### config.mk
export PLATFORM = sky130hd
export DESIGN_NAME = div23_chain
export DESIGN_NICKNAME = d
export VERILOG_FILES = /design/src/rtl/div23_pkg.sv /design/src/rtl/div23_cell.sv /design/src/rtl/div23_word_reg.sv /design/src/rtl/div23_chain.sv
export SDC_FILE = /design/constraint.sdc
export NUM_CORES = 1
export LEC_CHECK = 0
export BUFFER_PORTS_ARGS = -buffer_cell sky130_fd_sc_hd__buf_2
export CAP_MARGIN = 25
export CORE_ASPECT_RATIO = 0.8
export CORE_UTILIZATION = 45
export CTS_CLUSTER_SIZE = 20
export DETAILED_ROUTE_END_ITERATION = 6
export SETUP_SLACK_MARGIN = 0.3
export SKIP_LAST_GASP = 1
export SLEW_MARGIN = 20
export SYNTH_ARGS = -nofsm -noshare
export SYNTH_HDL_FRONTEND = slang
export SYNTH_SLANG_ARGS = --single-unit
### constraint.sdc
create_clock -name clk -period 6.3 [get_ports clk]
set_input_delay 1.575 -clock clk [delete_from_list [all_inputs] [get_ports clk]]
set_output_delay 1.575 -clock clk [all_outputs]
set_load 0.02 [all_outputs]
### src/rtl/div23_pkg.sv
package div23_pkg;

    // Per-cell count of input events seen in the current cell cycle.
    typedef logic [1:0] cell_cnt_t;

    // Snapshot of the control word together with its subband field.
    typedef struct packed {
        logic [7:0] word;
        logic [2:0] band;
    } word_snap_t;

    // Ratio produced by a chain of n cells driven by the given word.
    function automatic int unsigned chain_ratio(input int unsigned cells,
                                                input int unsigned word);
        return (32'd1 << cells) + word;
    endfunction

    // Last count value of a cell: 2 when it swallows, otherwise 1.
    function automatic cell_cnt_t cell_last(input logic swallow);
        return swallow ? 2'd2 : 2'd1;
    endfunction

endpackage

### src/rtl/div23_cell.sv
module div23_cell
    import div23_pkg::*;
(
    input  logic clk,
    input  logic rst,
    input  logic ev_in,
    input  logic mod_in,
    input  logic p_bit,
    output logic ev_out,
    output logic mod_out
);

    cell_cnt_t cnt_q;
    logic      swallow;
    logic      at_last;

    // One extra input event is taken only in the cycle the next stage marks.
    assign swallow = p_bit & mod_in;
    assign at_last = (cnt_q == cell_last(swallow));
    assign ev_out  = ev_in & at_last;
    assign mod_out = mod_in & at_last;

    always_ff @(posedge clk) begin
        if (rst) begin
            cnt_q <= '0;
        end else if (ev_in) begin
            cnt_q <= at_last ? '0 : cnt_q + 2'd1;
        end
    end

endmodule

### src/rtl/div23_word_reg.sv
module div23_word_reg
    import div23_pkg::*;
#(
    parameter int CELLS   = 8,
    parameter int BAND_LO = 1,
    parameter int BAND_W  = 3
) (
    input  logic              clk,
    input  logic              rst,
    input  logic              wrap,
    input  logic [CELLS-1:0]  ctrl,
    output logic [CELLS-1:0]  word_q,
    output logic [BAND_W-1:0] band_q
);

    localparam int BAND_HI = BAND_LO + BAND_W - 1;

    // The word and its subband are loaded together, only at a chain wrap.
    always_ff @(posedge clk) begin
        if (rst || wrap) begin
            word_q <= ctrl;
            band_q <= ctrl[BAND_HI:BAND_LO];
        end
    end

endmodule

### src/rtl/div23_chain.sv
module div23_chain
    import div23_pkg::*;
#(
    parameter int CELLS   = 8,
    parameter int BAND_LO = 1,
    parameter int BAND_W  = 3
) (
    input  logic              clk,
    input  logic              rst,
    input  logic [CELLS-1:0]  ctrl,
    output logic              div_clk,
    output logic [BAND_W-1:0] band
);

    logic             ev_w [0:CELLS];
    logic             md_w [0:CELLS];
    logic [CELLS-1:0] word_q;
    logic             wrap;

    assign ev_w[0]     = 1'b1;
    assign md_w[CELLS] = 1'b1;

    genvar gi;
    generate
        for (gi = 0; gi < CELLS; gi++) begin : g_cell
            div23_cell u_cell (
                .clk    (clk),
                .rst    (rst),
                .ev_in  (ev_w[gi]),
                .mod_in (md_w[gi+1]),
                .p_bit  (word_q[gi]),
                .ev_out (ev_w[gi+1]),
                .mod_out(md_w[gi])
            );
        end
    endgenerate

    // The whole chain completes when the modulus reaches the first cell
    // and the last cell's event passes out of the chain.
    assign wrap = ev_w[CELLS] & md_w[0];

    div23_word_reg #(
        .CELLS  (CELLS),
        .BAND_LO(BAND_LO),
        .BAND_W (BAND_W)
    ) u_word (
        .clk   (clk),
        .rst   (rst),
        .wrap  (wrap),
        .ctrl  (ctrl),
        .word_q(word_q),
        .band_q(band)
    );

    always_ff @(posedge clk) begin
        if (rst) begin
            div_clk <= 1'b0;
        end else begin
            div_clk <= wrap;
        end
    end

endmodule

==> results.toml, run 1 <==
[worst_setup_path]
slowest_stage = "or4_1"
cp-end-kind = "register"
critPathLaunchType = "register"
max_stage_delay_ns = 0.80
r2r_cells = 7
r2r_slack_ns = 2.91
critPathRequiredTime_ns = 6.45
cp_max_fo = 15
arrival_ns = 3.54
rr_endpoint = "g_cell[6].u_cell.cnt_q[1]$_SDFFE_PP0P_"
worst-setup-path-type = "reg2reg"
r2r_start = "u_word.word_q[7]$_DFFE_PP_"
cp_cell_sequence = "or3b_4, a22o_4, nor4_2, mux2i_1, or4_1, o41ai_1, a21oi_1"
cp-startpoint = "u_word.word_q[7]$_DFFE_PP_"

[detailed_routing]
antenna_left = 0
num_vias = 1121
drt_iter0_drc = 83
via_per_inst = 5.69
wl_per_cell_um = 13.6
drcViolationCount = 0
routed_wl_um = 2690
first_pass_iters = 4

[flow_run]
timing.max_cap.violations = 0

[timing]
worst_pin_slew_ns = 0.751
hold_violations = 0
max_freq_mhz = 295
rsz0062_at_grt = "no"
setup_tns_ns = 0
fin_crit_ns = 3.39
slew_violations = 0
clock_skew_ns = 0.00439
period_share_pct = 53.8
setup_viol = 0
relSlewSlack_pct = 48.5

[power_and_ir_drop]
leakagePower_nw = 0.510
seq_power_share_pct = 59.9
combPwrFrac_pct = 6.7
internal-power_uw = 224
switchingPower_uw = 69.8
switching_share_pct = 23.8
power_frac_clock_pct = 33.4
power.density_nw_per_um2 = 191
total_power_uw = 293
peakVddDrop_uv = 107

[clock_tree]
cts-root-buf = "clkbuf_8"
h-tree-depth = 1
cts.sinks = 25
cts.repair.resized = 0
cts_made_buffers = 3
clock_latency_ns = 0.27
clk_pin_slew_ns = 0.09
post-cts-setup-buffers = 0
clk_path_buf_depth = 2
cts_tree = "done"
holdBufCountCts = 0

[synth]
syn-instance-count = 149
ys.flop_type = "dfxtp_1"
synthesis.nets = 159
avgSynthCellArea_um2 = 9.55
syn_area_um2 = 1420
ys_warn_count = 0
seq_area_frac_synth_pct = 40.8
synthArstFlopShare_pct = 0
synth_edf_count = 8
ys_ff_latch = 25
ys_types = 47

[floorplan]
pin_count = 14
die_x_um = 64.9
die_y_um = 52.3
die-area_um2 = 3390
row_count = 17
start_util_pct = 49.5
core_um2 = 2870

[worst_hold_path]
min_to = "g_cell[0].u_cell.cnt_q[0]$_SDFF_PP0_"
min_from = "g_cell[0].u_cell.cnt_q[0]$_SDFF_PP0_"
hold_depth = 1
hp-class = "reg2reg"

[final_layout]
drive_gt1_share_pct = 13.2
n_antenna_cell = 0
final_cells = 197
layout.nets = 170
synthToLayoutAreaGrowth_pct = 8.09
final_util_pct = 53.6

[global_route]
grt_max_degree = 18
track_usage_pct = 18.0
grt_pass1_vias = 993
overflow = 0
grt_antenna_before_repair = 0
grt_pass1_wl_um = 4560

[placed_design]
dp.cells = 193
portBuffers = 13
hpwl_um = 1930
gp_congestion = 0.786

[outcome]
outcome = "complete, no violations"
-- registers in the layout, summed over array words and instances (netlist names) --
signal and flops:
u_word.band_q 2, g_cell.u_cell.cnt_q 16, u_word.word_q 6, div_clk 1
-- worst max path at each step --
stage / endpoint
floorplan: g_cell[6].u_cell.cnt_q[0]$_SDFFE_PP0P_
global placement: g_cell[6].u_cell.cnt_q[1]$_SDFFE_PP0P_
detailed placement: g_cell[6].u_cell.cnt_q[1]$_SDFFE_PP0P_
CTS: g_cell[6].u_cell.cnt_q[1]$_SDFFE_PP0P_
global route: g_cell[6].u_cell.cnt_q[0]$_SDFFE_PP0P_
finish: g_cell[6].u_cell.cnt_q[1]$_SDFFE_PP0P_
-- layout by cell type (no fill, tap or decap), types with 2 or more instances in the layout --
master	netlist	layout
a21oi_1	11	11
and3b_1	3	3
buf_2	1	13
clkbuf_8	0	3
dfxtp_1	17	17
edfxtp_1	8	8
inv_1	3	3
mux2i_1	8	8
nand2_1	10	10
nand2b_1	4	4
nand3_1	2	2
nand3b_1	6	6
nand4b_1	2	2
nand4bb_1	2	2
nor2_1	13	13
nor2b_1	7	7
nor3_1	4	4
nor3b_1	6	6
o21a_1	2	2
o21ai_0	4	4
o311ai_1	2	2
o41ai_1	4	4
or3b_1	3	3
-- per-layer routing --
layer  up-vias  track usage (%)  wire length [um]
li1        582                -                 -
met4         0             4.44                14
met1       513             23.9              1390
met2        24             28.6              1160
met5         -                0                 0
met3         2             5.22               123
-- final cells by class --
cell class                      instances  area, um^2
Fill cell                             260        1330
Multi-Input combinational cell        114         785
Sequential cell                        25         581
Timing Repair Buffer                   13        65.1
Tap cell                               38        47.5
Clock buffer                            3        41.3
Inverter                                3        11.3
Clock inverter                          1        7.51
-- synth_stat cells (3+ instances only) --
| library cell | number | area share [%] |
|---|---|---|
| dfxtp_1 | 17 | 24 |
| nor2_1 | 13 | 3.4 |
| a21oi_1 | 11 | 3.9 |
| nand2_1 | 10 | 2.6 |
| edfxtp_1 | 8 | 17 |
| mux2i_1 | 8 | 5.6 |
| nor2b_1 | 7 | 3.1 |
| nand3b_1 | 6 | 3.2 |
| nor3b_1 | 6 | 3.2 |
| nand2b_1 | 4 | 1.8 |
| nor3_1 | 4 | 1.4 |
| o21ai_0 | 4 | 1.4 |
| o41ai_1 | 4 | 2.5 |
| and3b_1 | 3 | 1.8 |
| buf_4 | 3 | 1.6 |
| inv_1 | 3 | 0.79 |
| or3b_1 | 3 | 1.8 |
-- critical path, delay by kind of cell, from the launching register on --
kind / cells / cell delay, ns
AND/OR/NAND/NOR: 3 / 1.68
AO/OA/AOI/OAI: 3 / 0.84
flip-flops: 1 / 0.47
multiplexers: 1 / 0.28
-- cells by family (layout without fill, tap and decap cells) --
logic type | Yosys count | after routing | share of synthesized area, %
AOI/OAI and AO/OA | 36 | 36 | 17.9
buffers and inverters | 10 | 20 | 4.04
DFF | 25 | 25 | 40.8
muxes | 9 | 9 | 6.42
and+or+nand+nor | 69 | 69 | 30.9
-- metrics by stage --
step	worst slack [ns]	hold slack (ns)	area, um^2
4_1_cts	2.93	0.447	1540
6_report	2.91	0.440	1540
3_5_place_dp	2.93	0.433	1490
2_1_floorplan	3.33	0.414	1420
3_3_place_gp	3.01	0.420	1490
5_1_grt	2.67	0.465	1540
-- power groups by stage --
| stage | clock, mW | sequential [mW] | combinational (mW) |
|---|---|---|---|
| after floorplan | 0 | 0.178 | 0.0147 |
| after global placement | 0 | 0.179 | 0.0197 |
| after detailed placement | 0 | 0.179 | 0.0197 |
| after CTS | 0.101 | 0.176 | 0.0198 |
| after global routing | 0.107 | 0.176 | 0.0218 |
| final | 0.0981 | 0.176 | 0.0197 |
(Power assumes the default switching activity.)
==> run 2, diff against run 1 <==
- clock period: 6.3 -> 3.4 ns (I/O delays scaled with it)
==> results.toml, run 2 (synthesis results as in run 1) <==
[outcome]
outcome = "complete, no violations"

[timing]
worst_pin_slew_ns = 0.742
relSlewSlack_pct = 49.1
slew_violations = 0
period_share_pct = 86.4
clock_skew_ns = 0.0155
setup_tns_ns = 0
hold_violations = 0
fin_crit_ns = 2.94
max_freq_mhz = 341
setup_viol = 0
rsz0062_at_grt = "no"

[power_and_ir_drop]
total_power_uw = 560
leakagePower_nw = 0.564
power_frac_clock_pct = 33.7
seq_power_share_pct = 58.1
internal-power_uw = 423
switching_share_pct = 24.5
peakVddDrop_uv = 264
combPwrFrac_pct = 8.2
switchingPower_uw = 137
power.density_nw_per_um2 = 346

[floorplan]
pin_count = 14
die-area_um2 = 3390
die_y_um = 52.3
start_util_pct = 49.5
die_x_um = 64.9
row_count = 17
core_um2 = 2870

[final_layout]
largest-register = "g_cell.u_cell.cnt_q"
drive_gt1_share_pct = 19.8
final_cell_mix = "dfxtp_1, nor2_1, buf_2, a21oi_1, nand2_1"
n_antenna_cell = 0
synthToLayoutAreaGrowth_pct = 13.9
layout.nets = 178
fin_area_um2 = 1620
final_cells = 205
largest_register_ff_count = 16
final_common_cell = "dfxtp_1"
reg.largest.list = "g_cell.u_cell.cnt_q x16, u_word.word_q x6, u_word.band_q x2"

[clock_tree]
holdBufCountCts = 0
cts_made_buffers = 3
clock_latency_ns = 0.28
cts-root-buf = "clkbuf_8"
clk_path_buf_depth = 2
clk_pin_slew_ns = 0.10
cts.sinks = 25
h-tree-depth = 1
cts_tree = "done"

[placed_design]
portBuffers = 13
gp_congestion = 0.790
place_area_um2 = 1520
dp.cells = 197
hpwl_um = 2020

[worst_hold_path]
hp-class = "reg2reg"

[detailed_routing]
drcViolationCount = 0
antenna_left = 0
num_vias = 1171
routed_wl_um = 2910
drt_iter0_drc = 73
first_pass_iters = 4
wl_per_cell_um = 14.2
via_per_inst = 5.71

[worst_setup_path]
cp-end-kind = "register"
critPathLaunchType = "register"
cp_max_fo = 15
arrival_ns = 3.14
critPathRequiredTime_ns = 3.61
worst-setup-path-type = "reg2reg"

[global_route]
grt_max_degree = 18
grt_antenna_before_repair = 0
grt_pass1_vias = 1103
grt_pass1_wl_um = 4920
track_usage_pct = 19.4
overflow = 0

[flow_run]
timing.max_cap.violations = 0
run 2: path summary, 6_finish.rpt:
check / from / end / slack, ns / cells past startpoint
worst min register to register: g_cell[0].u_cell.cnt_q[0]$_SDFF_PP0_ / g_cell[0].u_cell.cnt_q[0]$_SDFF_PP0_ / 0.44 / 1
worst max-delay path: u_word.word_q[4]$_DFFE_PP_ / g_cell[4].u_cell.cnt_q[0]$_SDFFE_PP0N_ / 0.46 / 7
worst max register to register: u_word.word_q[4]$_DFFE_PP_ / g_cell[4].u_cell.cnt_q[0]$_SDFFE_PP0N_ / 0.46 / 7
worst min-delay path: g_cell[0].u_cell.cnt_q[0]$_SDFF_PP0_ / g_cell[0].u_cell.cnt_q[0]$_SDFF_PP0_ / 0.44 / 1
run 2: stage by stage:
step | hold slack (ns) | utilization [%] | setup WS [ns]
after floorplan | 0.414 | - | 0.425
after global placement | 0.424 | 52.9 | 0.304
after detailed placement | 0.431 | 52.9 | 0.211
after CTS | 0.446 | 54.8 | 0.328
after global routing | 0.466 | 56.4 | 0.292
final | 0.443 | 56.4 | 0.463
run 2: power groups by stage:
stage / combinational (mW) / sequential [mW] / clock [mW]
floorplan: 0.0272 / 0.330 / 0
global placement: 0.0404 / 0.332 / 0
detailed placement: 0.0411 / 0.332 / 0
CTS: 0.0414 / 0.325 / 0.193
global route: 0.0499 / 0.326 / 0.204
finish: 0.0461 / 0.325 / 0.189
run 2: cell type report:
| type | instances | area, um^2 |
|---|---|---|
| Inverter | 3 | 11.3 |
| Multi-Input combinational cell | 114 | 805 |
| Clock buffer | 3 | 41.3 |
| Fill cell | 278 | 1250 |
| Timing Repair Buffer | 21 | 125 |
| Tap cell | 38 | 47.5 |
| Clock inverter | 1 | 8.76 |
| Sequential cell | 25 | 582 |
run 2: critical path, stage by stage (launching register included):
cell	delay, ns
edfxtp_1	0.45
or3b_1	0.40
a22o_1	0.32
nor4_4	0.34
mux2i_1	0.17
or4_4	0.66
or3_1	0.39
a21oi_1	0.14
run 2: layer usage:
metal / GRT usage, % / up-vias / wire length [um]
li1: - / 597 / -
met1: 25.6 / 546 / 1500
met2: 30.9 / 26 / 1220
met3: 5.65 / 2 / 171
met4: 5.19 / 0 / 18
met5: 0 / - / 0
run 2: timing repair:
| action | CTS | global route |
|---|---|---|
| pin swaps | 0 | 0 |
| hold endpoints to repair | 0 | 0 |
| buffers inserted | 0 | 4 |
| setup endpoints to repair | 5 | 14 |
| resized for setup | 1 | 4 |
